==> src/rtl/otc_pkg.sv <==
package otc_pkg;
    typedef enum logic [1:0] {
        ST_IDLE   = 2'd0,
        ST_WRITE  = 2'd1,
        ST_FINISH = 2'd2
    } otc_state_e;

    localparam int unsigned ENTRY_BYTES = 4;
endpackage

==> src/rtl/otc_addr_step.sv <==
module otc_addr_step #(
    parameter int unsigned ADDR_W = 24
) (
    input  logic              clk,
    input  logic              rst_n,
    input  logic              load,
    input  logic [ADDR_W-1:0] load_addr,
    input  logic              advance,
    output logic [ADDR_W-1:0] cur_addr,
    output logic [ADDR_W-1:0] link_addr
);
    localparam logic [ADDR_W-1:0] STEP = ADDR_W'(otc_pkg::ENTRY_BYTES);

    logic [ADDR_W-1:0] addr_q;

    always_ff @(posedge clk or negedge rst_n) begin
        if (!rst_n) begin
            addr_q <= '0;
        end else if (load) begin
            addr_q <= {load_addr[ADDR_W-1:2], 2'b00};
        end else if (advance) begin
            addr_q <= addr_q - STEP;
        end
    end

    assign cur_addr  = addr_q;
    assign link_addr = addr_q - STEP;
endmodule

==> src/rtl/otc_count.sv <==
module otc_count #(
    parameter int unsigned CNT_W = 16
) (
    input  logic             clk,
    input  logic             rst_n,
    input  logic             load,
    input  logic [CNT_W-1:0] load_val,
    input  logic             dec,
    output logic             is_last
);
    logic [CNT_W-1:0] remain_q;

    always_ff @(posedge clk or negedge rst_n) begin
        if (!rst_n) begin
            remain_q <= '0;
        end else if (load) begin
            remain_q <= load_val;
        end else if (dec) begin
            remain_q <= remain_q - CNT_W'(1);
        end
    end

    assign is_last = (remain_q == CNT_W'(1));

    // a write is never issued once the count is used up
    p_no_underflow_r2: assert property (@(posedge clk) disable iff (!rst_n)
        dec |-> (remain_q != '0));
endmodule

==> src/rtl/otc_word_gen.sv <==
module otc_word_gen #(
    parameter int unsigned     ADDR_W = 24,
    parameter int unsigned     DATA_W = 32,
    parameter logic [DATA_W-1:0] TERM_WORD = DATA_W'(32'h00FF_FFFF)
) (
    input  logic [ADDR_W-1:0] link_addr,
    input  logic              is_last,
    output logic [DATA_W-1:0] word
);
    logic [DATA_W-1:0] link_word;

    generate
        if (DATA_W > ADDR_W) begin : g_extend
            assign link_word = {{(DATA_W-ADDR_W){1'b0}}, link_addr};
        end else begin : g_trunc
            assign link_word = link_addr[DATA_W-1:0];
        end
    endgenerate

    always_comb begin
        word = is_last ? TERM_WORD : link_word;
    end
endmodule

==> src/rtl/otc_fill_gen.sv <==
module otc_fill_gen #(
    parameter int unsigned       ADDR_W = 24,
    parameter int unsigned       DATA_W = 32,
    parameter int unsigned       CNT_W  = 16,
    parameter logic [DATA_W-1:0] TERM_WORD = DATA_W'(32'h00FF_FFFF)
) (
    input  logic              clk,
    input  logic              rst_n,
    input  logic              start,
    input  logic [ADDR_W-1:0] start_addr,
    input  logic [CNT_W-1:0]  entry_count,
    input  logic              mem_ready,
    output logic [ADDR_W-1:0] mem_addr,
    output logic [DATA_W-1:0] mem_data,
    output logic              mem_we,
    output logic              busy,
    output logic              done
);
    import otc_pkg::*;

    otc_state_e        state_q, state_d;
    logic              load;
    logic              is_last;
    logic [ADDR_W-1:0] link_addr;

    assign load = (state_q == ST_IDLE) && start && (entry_count != '0);

    // state register
    always_ff @(posedge clk or negedge rst_n) begin
        if (!rst_n) begin
            state_q <= ST_IDLE;
        end else begin
            state_q <= state_d;
        end
    end

    // next state
    always_comb begin
        state_d = state_q;
        unique case (state_q)
            ST_IDLE:   if (load) state_d = ST_WRITE;
            ST_WRITE:  if (mem_ready && is_last) state_d = ST_FINISH;
            ST_FINISH: state_d = ST_IDLE;
            default:   state_d = ST_IDLE;
        endcase
    end

    // outputs
    always_comb begin
        mem_we = 1'b0;
        busy   = 1'b1;
        done   = 1'b0;
        unique case (state_q)
            ST_IDLE:   busy = 1'b0;
            ST_WRITE:  mem_we = mem_ready;
            ST_FINISH: done = 1'b1;
            default:   busy = 1'b0;
        endcase
    end

    otc_addr_step #(.ADDR_W(ADDR_W)) addr_i (
        .clk       (clk),
        .rst_n     (rst_n),
        .load      (load),
        .load_addr (start_addr),
        .advance   (mem_we),
        .cur_addr  (mem_addr),
        .link_addr (link_addr)
    );

    otc_count #(.CNT_W(CNT_W)) cnt_i (
        .clk      (clk),
        .rst_n    (rst_n),
        .load     (load),
        .load_val (entry_count),
        .dec      (mem_we),
        .is_last  (is_last)
    );

    otc_word_gen #(.ADDR_W(ADDR_W), .DATA_W(DATA_W), .TERM_WORD(TERM_WORD)) word_i (
        .link_addr (link_addr),
        .is_last   (is_last),
        .word      (mem_data)
    );

    p_strobe_needs_ready_r7: assert property (@(posedge clk) disable iff (!rst_n)
        mem_we |-> mem_ready);

    p_stall_hold_r7: assert property (@(posedge clk) disable iff (!rst_n)
        (busy && !done && !mem_ready) |=> ($stable(mem_addr) && $stable(mem_data)));

    p_step_down_r3: assert property (@(posedge clk) disable iff (!rst_n)
        (mem_we && !is_last) |=> (mem_addr == $past(mem_addr) - ADDR_W'(4)));

    p_aligned_r3: assert property (@(posedge clk) disable iff (!rst_n)
        mem_we |-> (mem_addr[1:0] == 2'b00));

    p_done_single_r10: assert property (@(posedge clk) disable iff (!rst_n)
        done |=> !done);

    p_done_after_term_r5: assert property (@(posedge clk) disable iff (!rst_n)
        $rose(done) |-> ($past(mem_we) && $past(mem_data) == TERM_WORD));
endmodule

==> config.mk <==
export PLATFORM = sky130hd
export DESIGN_NAME = otc_fill_gen
export DESIGN_NICKNAME = d
export VERILOG_FILES = /design/src/rtl/otc_pkg.sv /design/src/rtl/otc_addr_step.sv /design/src/rtl/otc_count.sv /design/src/rtl/otc_word_gen.sv /design/src/rtl/otc_fill_gen.sv
export SDC_FILE = /design/constraint.sdc
export NUM_CORES = 1
export LEC_CHECK = 0
export ABC_AREA = 1
export CORE_ASPECT_RATIO = 0.8
export CORE_MARGIN = 10
export CORE_UTILIZATION = 46
export CTS_CLUSTER_DIAMETER = 100
export DETAILED_ROUTE_END_ITERATION = 16
export DONT_BUFFER_PORTS = 1
export SLEW_MARGIN = 20
export SYNTH_ARGS = -nofsm -noshare
export SYNTH_HDL_FRONTEND = slang
export SYNTH_SLANG_ARGS = --single-unit
==> constraint.sdc <==
create_clock -name clk -period 1.7 [get_ports clk]
set_input_delay 0 -clock clk [delete_from_list [all_inputs] [get_ports clk]]
set_output_delay 0 -clock clk [all_outputs]
set_load 0.05 [all_outputs]
==> metrics.md, run 1 <==
| Metric | Value |
|---|---|
| Outcome | finished, violations left |
| CTS clock-pin slew for the worst setup and hold paths | 90 ps |
| Synth Flop Type | dfrtp_1 |
| Share of cells above drive strength 1 | 0.350 |
| First-pass GRT wire length | 19.7 mm |
| Leakage | 0.00251 uW |
| Flops & latches, synth | 40 |
| Final Cycle Share | 1.06 |
| Port Buffers | 0 |
| Worst reg2reg path depth | 10 |
| Max Cap Viol | 0 |
| Routed WL per cell | 18.3 um |
| Fillers | 568 |
| Pwr/cell area | 2230 mW/mm^2 |
| Crit-path max FO | 7 |
| Largest net degree at the start of global routing | 51 |
| Hold Vio Cnt, Final | 0 |
| Clock latency on the worst-skew pair | 310 ps |
| EDFF count, synth | 0 |
| Syn_area_per_cell | 6.72 sq um |
| Final min period | 1810 ps |
| Slack of the critical path | -110 ps |
| Die H | 97.1 um |
| Seq/Total Area, Yosys | 0.293 |
| RSZ-0062 raised after global routing | true |
| Dpl ws | 75.9 ps |
| Number of global-route vias before repair | 3763 |
| Element type at the critical path start | flop |
| Total I/O pin count | 103 |
| DIE AREA | 0.0113 sq mm |
| Initial antenna violation count | 0 |
| CTS tree | done |
| CP Capture Type | output pin |
| Post-synthesis instance total | 508 |
| Routed vias/inst | 5.59 |
| Worst R2R Start | addr_i.cur_addr[3] |
| Diodes inserted | 0 |
| Hpwl dp | 8.19 mm |
| DR iter-0 viols | 390 |
| Final Max Tran Viols | 0 |
| Final Wtd Congestion | 0.932 |
| Post-route cell area | 0.00514 sq mm |
| Final core utilization | 0.702 |
| Total power | 11500 uW |
| Max Freq | 0.552 GHz |
| Overall global routing resource usage | 0.211 |
| Detailed-route DRC error count | 0 |
| Worst vdd ir | 0.00129 V |
| Hold crit path type | in2reg |
| Worst-margin pin slew | 504 ps |
| Site Rows | 28 |
| Total Wirelength | 12.9 mm |
| Critical Path RT | 1700 ps |
| H-tree depth | 2 |
| Die Width | 116 um |
| WP data arrival | 1810 ps |
| Timing endpoint of the critical path | mem_data[7] |
| TritonCTS buffer count | 5 |
| Asr flop ratio synth | 1.00 |
| Cell Area, Placed | 0.00393 sq mm |
| Synth-to-layout area growth | 50.6% |
| Critical path startpoint | cnt_i.remain_q[3] |
| Starting density of the core | 0.466 |
| Layout Skew | 9.77 ps |
| Slew margin rel. | 0.665 |
| RR Endpoint | addr_i.cur_addr[21] |
| Number of synthesis warnings | 0 |
| Clk buf depth | 2 |
| Failing checks | negative setup slack |
| Synth cell types | 28 |
| Gr ovfl total | 0 |
| Via count | 3926 |
| CTS Sinks | 40 |
| Endpoints failing setup | 22 |
| Core region area | 0.00732 sq mm |
| Clock root buffer master | clkbuf_8 |
| Critical path type | reg2out |
| Mapped Area | 0.00341 sq mm |
| ANT nets after route | 0 |
| R2R Setup Slk | 80 ps |
| Final nets | 663 |
| Pre-antenna DRT Iters | 5 |
[cell usage in the layout (no fill, tap or decap), types with 3 or more instances in the layout]
cell / instances
nand3_4: 5
conb_1: 10
nand3_1: 102
buf_6: 10
nand2_1: 97
inv_1: 22
dfrtp_2: 10
nand3_2: 21
dlygate4sd3_1: 39
nor2_1: 55
nor2_4: 19
nand2_4: 6
dfrtp_1: 30
nand3b_1: 14
buf_8: 9
xor2_1: 5
inv_2: 5
buf_4: 47
xnor2_1: 4
nor2_2: 11
nand4_1: 8
clkbuf_8: 7
o21ai_0: 5
or2_4: 6
ha_1: 6
clkbuf_16: 3
nand2_2: 36
buf_12: 7
[metrics by stage]
step | cells | hold slack (ps) | setup TNS, ps
after floorplan | 517 | -296 | -19.2
after global placement | 636 | -293 | 0
after detailed placement | 636 | -293 | 0
after CTS | 691 | 10.7 | -707
after global routing | 702 | 74.2 | -2860
final | 702 | 24.2 | -1210
[synth_stat cells, types with 3 or more instances]
cell	n	area share
nor2_1	77	0.085
nand4_1	8	0.015
nor2_2	5	0.0092
buf_2	4	0.0059
xor2_1	7	0.018
dfrtp_1	40	0.29
or2_2	6	0.011
nand3_1	115	0.17
buf_4	13	0.029
nand3_2	13	0.038
xnor2_1	4	0.010
nor2_4	3	0.0099
o21ai_0	6	0.0088
nand2_1	115	0.13
nand2_2	23	0.042
inv_1	25	0.027
clkbuf_1	8	0.0088
nand3b_1	14	0.031
ha_1	8	0.029
[where the power goes]
group	total, uW	leakage, uW	internal, uW	switching [uW]
Combinational	8510	0.00197	3100	5410
Clock	893	0.0000645	519	374
Sequential	2050	0.000477	1430	625
Total	11500	0.00251	5050	6410
[layout make-up]
type,instances,area (sq um),area share
clock inverter,1,30.0,0.00584
multi-input combinational,419,2520,0.489
inverter,28,113,0.0219
tap,90,113,0.0219
timing repair buffer,117,1260,0.245
clock buffer,7,96.3,0.0187
sequential,40,1010,0.197
[worst min-delay path by stage]
stage / end / from / cells past startpoint
2_1_floorplan: addr_i.cur_addr[10] / rst_n / 0
3_3_place_gp: cnt_i.remain_q[0] / rst_n / 0
3_5_place_dp: cnt_i.remain_q[0] / rst_n / 0
4_1_cts: state_q[0] / mem_ready / 4
5_1_grt: state_q[0] / mem_ready / 4
6_report: state_q[0] / mem_ready / 4
[sequential cells by signal (all words and copies together), names as in the netlist]
name / flops
state_q: 2
addr_i.cur_addr: 22
cnt_i.remain_q: 16
[critical path, stage by stage, from the launching register on]
cell     delay (ps)
dfrtp_1         410
nor2_2          180
nand2_1         100
nor2_1          110
nand4_1         130
nor2_4          250
or2_4           180
buf_12          130
[kinds of logic (layout without fill, tap and decap cells)]
| logic type | Yosys count | in the layout | share of synthesized area |
|---|---|---|---|
| other | 1 | 10 | 0.00110 |
| buffers and inverters | 58 | 153 | 0.0927 |
| adders and majority gates | 8 | 8 | 0.0293 |
| DFF | 40 | 40 | 0.293 |
| AOI/OAI and AO/OA | 6 | 6 | 0.00879 |
| and+or+nand+nor | 384 | 384 | 0.547 |
| xor gates and xnor gates | 11 | 11 | 0.0282 |
[per-layer routing]
metal,wire length (um),GRT usage
met5,0,0
met4,126,0.0442
met3,1200,0.0525
met2,5740,0.311
met1,5790,0.301
[what timing repair did]
action,4_1_cts,5_1_grt
endpoints found under the hold margin,78,0
cloned,0,3
gates resized for setup,49,82
setup endpoints to repair,24,53
buffers inserted,7,8
pin swaps,11,16
hold buffers,40,0
No activity file was read; power rests on OpenSTA's default activity.
==> inputs of run 2 (changes only) <==
RECOVER_POWER = 100   (was unset)
clock period = 1.6 ns   (was 1.7 ns; I/O delays follow)
==> run 2 against run 1 <==
Critical endpoint is now mem_data[20]. Final area grew 2.9%. Total power grew 8.1%. Cell count grew 1.9%. First-iteration DRC count shrank 24%. Highest routed layer unchanged. Count of clock-buffer cells in the layout is the same. Utilization grew 2.0 points. The flow still finishes with violations (negative setup slack).
==> metrics.md, run 2 (synthesis gave the netlist of run 1 again) <==
| Metric | Value |
|---|---|
| Total Wirelength | 13.0 mm |
| Die H | 97.1 um |
| DR iter-0 viols | 296 |
| Synth-to-layout area growth | 55.0% |
| Total I/O pin count | 103 |
| Routed WL per cell | 18.1 um |
| Clock share of power | 0.064 |
| Clk buf depth | 2 |
| Pwr/cell area | 2340 mW/mm^2 |
| Clock latency on the worst-skew pair | 300 ps |
| Max Cap Viol | 0 |
| Timing endpoint of the critical path | mem_data[20] |
| Starting density of the core | 0.466 |
| Gr ovfl total | 0 |
| Critical path type | reg2out |
| Fin Hold WS | 7.62 ps |
| RSZ-0062 raised after global routing | true |
| Final nets | 677 |
| DIE AREA | 0.0113 sq mm |
| R2R Setup Slk | 10 ps |
| Crit-path max FO | 6 |
| Element type at the critical path start | flop |
| Diodes inserted | 0 |
| CTS clock-pin slew for the worst setup and hold paths | 90 ps |
| Site Rows | 28 |
| Routed vias/inst | 5.46 |
| Core region area | 0.00732 sq mm |
| Logic pwr share | 0.765 |
| Number of global-route vias before repair | 3800 |
| Critical path startpoint | addr_i.cur_addr[8] |
| Clock root buffer master | clkbuf_8 |
| Worst vdd ir | 0.00135 V |
| Pre-antenna DRT Iters | 5 |
| Layout Skew | 8.63 ps |
| Switching power | 6890 uW |
| Final min period | 1760 ps |
| Via count | 3905 |
| Slack of the critical path | -165 ps |
| Final Cycle Share | 1.10 |
| First-pass GRT wire length | 20.1 mm |
| Final Wtd Congestion | 0.903 |
| Hpwl dp | 8.36 mm |
| Max Freq | 0.567 GHz |
| Total power | 12400 uW |
| Port Buffers | 0 |
| Detailed-route DRC error count | 0 |
| Commonest non-fill, non-tap cells in the layout | nand3_1, nand2_1, nor2_1 |
| Endpoints failing setup | 24 |
| CP Capture Type | output pin |
| Largest net degree at the start of global routing | 41 |
| Failing checks | negative setup slack |
| Final Max Tran Viols | 0 |
| Outcome | finished, violations left |
| Critical Path RT | 1600 ps |
| Placed insts | 644 |
| Worst-margin pin slew | 1140 ps |
| CTS tree | done |
| Die Width | 116 um |
| H-tree depth | 2 |
| Internal power | 5500 uW |
| Max reg flops | 22 |
| Fraction of power consumed by sequential logic | 0.171 |
| RR Endpoint | addr_i.cur_addr[20] |
| Hold Vio Cnt, Final | 0 |
| Worst reg2reg path depth | 8 |
| Initial antenna violation count | 0 |
| Commonest non-fill, non-tap cell in the layout | nand3_1 |
| WP data arrival | 1760 ps |
| Sw frac | 0.556 |
| TritonCTS buffer count | 5 |
| Worst R2R Start | addr_i.cur_addr[8] |
| Overall global routing resource usage | 0.215 |
| Slew margin rel. | 0.237 |
| CTS Sinks | 40 |
| Hold crit path type | in2reg |
| Share of cells above drive strength 1 | 0.376 |
| Finished Layout Cells | 715 |
| Leakage | 0.00256 uW |
| ANT nets after route | 0 |
-- run 2: cell count changes in the layout (fill, tap and decap cells not counted), moves of 4 or more --
cell	previous run	this run
nand2_1	97	93
buf_12	7	16
clkbuf_1	0	6
nand3_1	102	95
nor2_4	19	15
nand3_2	21	29
-- run 2: worst max-delay path, stage by stage (launching register included) --
cell	delay, ps
dfrtp_2	450
nor2_2	180
nand2_2	130
nor2_4	230
nand4_1	190
nand3_2	140
buf_12	140
-- run 2: power groups by stage --
stage	logic, uW	clock network [uW]	registers (uW)
3_3_place_gp	7870	0	2000
4_1_cts	8810	786	2040
5_1_grt	10100	829	2190
2_1_floorplan	4490	0	2920
6_report	9480	790	2120
3_5_place_dp	7970	0	2020
-- run 2: per-stage QoR --
step                 util  setup TNS (ps)  area (sq um)  setup WS [ps]
floorplan               -           -75.6          3520          -56.0
global placement    0.564               0          4130           30.5
detailed placement  0.564            -562          4130          -57.6
CTS                 0.678           -1740          4960           -138
global route        0.723           -4310          5290           -255
finish              0.723           -2420          5290           -165
-- run 2: worst min path at each step --
stage / cells past startpoint / slack (ps) / to / startpoint
4_1_cts: 4 / 50 / state_q[1] / mem_ready
3_5_place_dp: 0 / -290 / cnt_i.remain_q[4] / rst_n
2_1_floorplan: 0 / -300 / addr_i.cur_addr[10] / rst_n
5_1_grt: 4 / 40 / state_q[1] / mem_ready
6_report: 4 / 8 / state_q[1] / mem_ready
3_3_place_gp: 0 / -290 / cnt_i.remain_q[5] / rst_n
-- run 2: repair_timing --
action / 4_1_cts / 5_1_grt
hold endpoints to repair: 78 / 0
gates cloned: 0 / 4
setup endpoints to repair: 48 / 47
gates resized for setup: 69 / 57
hold buffers: 40 / 0
pin swaps: 12 / 20
buffers inserted: 11 / 9
-- run 2: cell type report --
| class | instances | area [sq um] |
|---|---|---|
| timing repair inverter | 1 | 8.76 |
| timing repair buffer | 130 | 1400 |
| tap | 90 | 113 |
| sequential | 40 | 1010 |
| fill | 546 | 2030 |
| multi-input combinational | 419 | 2540 |
| inverter | 28 | 123 |
| clock buffer | 7 | 96.3 |
-- run 2: per-layer routing --
metal / GRT usage / part of all wire / vias to the layer above
met5: 0 / 0 / -
met4: 0.0471 / 0.0082 / 0
met3: 0.0660 / 0.10 / 9
met2: 0.314 / 0.44 / 168
met1: 0.302 / 0.45 / 1853
li1: - / - / 1875
==> inputs of run 3 (changes only) <==
CORE_ASPECT_RATIO = unset   (was 0.8)
PLACE_DENSITY = 0.66   (was unset)
==> run 3 against run 2 <==
Cell count rose by 0.70%. Clock power rose by 29%. Utilization rose by 0.17 points. Final area fell by 0.71%. Sequential share of layout area rose by 0.066 points. Critical endpoint is now mem_data[11]. Worst hold slack improved by 140 ps. First-iteration DRC count fell by 2.4%. Combinational power fell by 1%. Largest power group unchanged. The flow still finishes with violations (negative setup slack). Die area fell by 0.19%.
==> metrics.md, run 3 (synthesis gave the netlist of run 1 again) <==
| Metric | Value |
|---|---|
| CTS tree | done |
| ANT nets after route | 0 |
| Clock latency on the worst-skew pair | 310 ps |
| Hold crit path type | in2reg |
| Worst R2R Start | cnt_i.remain_q[7] |
| Gr ovfl total | 0 |
| Site Rows | 31 |
| Final Cycle Share | 1.18 |
| Overall global routing resource usage | 0.217 |
| Logic pwr share | 0.746 |
| CTS Sinks | 40 |
| Total I/O pin count | 103 |
| Worst-margin pin slew | 1090 ps |
| Die H | 106 um |
| Critical Path RT | 1600 ps |
| Placed insts | 644 |
| Commonest non-fill, non-tap cells in the layout | nand2_1, nand3_1, nor2_1 |
| CTS clock-pin slew for the worst setup and hold paths | 90 ps |
| Total Wirelength | 12.8 mm |
| Clock share of power | 0.082 |
| Detailed-route DRC error count | 0 |
| DR iter-0 viols | 289 |
| Initial antenna violation count | 0 |
| Number of global-route vias before repair | 4095 |
| Leakage | 0.00253 uW |
| Core region area | 0.00725 sq mm |
| Failing checks | negative setup slack |
| TritonCTS buffer count | 5 |
| R2R Setup Slk | -100 ps |
| Via count | 3943 |
| Clock root buffer master | clkbuf_8 |
| Worst vdd ir | 0.000817 V |
| DIE AREA | 0.0113 sq mm |
| Final min period | 1880 ps |
| Hold Vio Cnt, Final | 0 |
| Max Freq | 0.531 GHz |
| Fin Hold WS | 144 ps |
| Final nets | 672 |
| Die Width | 106 um |
| Element type at the critical path start | flop |
| Starting density of the core | 0.471 |
| Fraction of power consumed by sequential logic | 0.172 |
| Worst reg2reg path depth | 12 |
| Slew margin rel. | 0.273 |
| First-pass GRT wire length | 20.4 mm |
| Pwr/cell area | 2380 mW/mm^2 |
| Largest net degree at the start of global routing | 51 |
| RSZ-0062 raised after global routing | true |
| Final Max Tran Viols | 0 |
| Internal power | 5700 uW |
| Final Wtd Congestion | 0.917 |
| Routed WL per cell | 17.8 um |
| Slack of the critical path | -282 ps |
| Port Buffers | 0 |
| Critical path startpoint | cnt_i.remain_q[3] |
| Dpl ws | -22.8 ps |
| Layout Skew | 12.9 ps |
| Endpoints failing setup | 29 |
| Routed vias/inst | 5.48 |
| RR Endpoint | state_q[0] |
| Timing endpoint of the critical path | mem_data[11] |
| Pre-antenna DRT Iters | 5 |
| Sw frac | 0.545 |
| Outcome | finished, violations left |
| Switching power | 6830 uW |
| Clk buf depth | 2 |
| Max reg flops | 22 |
| Share of cells above drive strength 1 | 0.361 |
| Diodes inserted | 0 |
| Finished Layout Cells | 720 |
| WP data arrival | 1880 ps |
| H-tree depth | 2 |
| Critical path type | reg2out |
| Synth-to-layout area growth | 53.9% |
| CP Capture Type | output pin |
| Max Cap Viol | 0 |
| Crit-path max FO | 6 |
| Hpwl dp | 8.00 mm |
run 3: changes by cell type in the layout (fill, tap and decap cells not counted), sizes merged:
cell | before | now
buf | 81 | 79
bufinv | 0 | 2
clkbuf | 17 | 12
dlygate4sd3 | 39 | 40
run 3: per-stage QoR:
stage | utilization | setup TNS (ps) | total power, uW | instance area (sq um)
floorplan | - | -75.6 | 7410 | 3520
global placement | 0.560 | 0 | 9650 | 4060
detailed placement | 0.560 | -53.5 | 9770 | 4060
CTS | 0.692 | -2960 | 11800 | 5020
global route | 0.725 | -6720 | 13300 | 5260
finish | 0.725 | -4440 | 12500 | 5260
run 3: power groups by stage:
stage                     clock (uW)  combinational [uW]  sequential [uW]
after floorplan                    0                4490             2920
after global placement             0                7620             2020
after detailed placement           0                7720             2040
after CTS                       1050                8670             2060
after global routing            1080                9950             2220
final                           1020                9350             2150
run 3: repair_timing:
action                                  4_1_cts  5_1_grt
resized for setup                            64       47
endpoints found under the setup margin       36       57
pin swaps                                     9       19
hold buffers                                 41        0
buffers inserted                             18        5
cloned                                        1        3
endpoints found under the hold margin        80        0
run 3: layout make-up:
class | count | area [sq um]
Fill cell | 535 | 2000
Inverter | 28 | 123
Clock inverter | 2 | 60.1
Timing Repair Buffer | 125 | 1350
Tap cell | 99 | 124
Timing Repair inverter | 1 | 8.76
Multi-Input combinational cell | 419 | 2510
Sequential cell | 40 | 1010
Clock buffer | 6 | 72.6
run 3: worst min-delay path by stage:
stage / start / to / slack, ps / cells after the start
2_1_floorplan: rst_n / addr_i.cur_addr[10] / -300 / 0
3_3_place_gp: rst_n / addr_i.cur_addr[6] / -290 / 0
3_5_place_dp: rst_n / addr_i.cur_addr[8] / -290 / 0
4_1_cts: start / addr_i.cur_addr[18] / 160 / 6
5_1_grt: mem_ready / addr_i.cur_addr[3] / 160 / 4
6_report: mem_ready / addr_i.cur_addr[3] / 140 / 4
run 3: layer usage:
layer	routed length, um	track usage
met2	6620	0.382
met3	1110	0.0580
met1	4640	0.239
met4	460	0.101
met5	0	0
run 3: worst max-delay path, cell delays in order (launching register included):
cell     delay [ps]
dfrtp_1         400
nor2_2          180
nand2_1         110
nor2_1          140
nand4_1         180
nor2_4          260
or2_4           180
buf_12          130
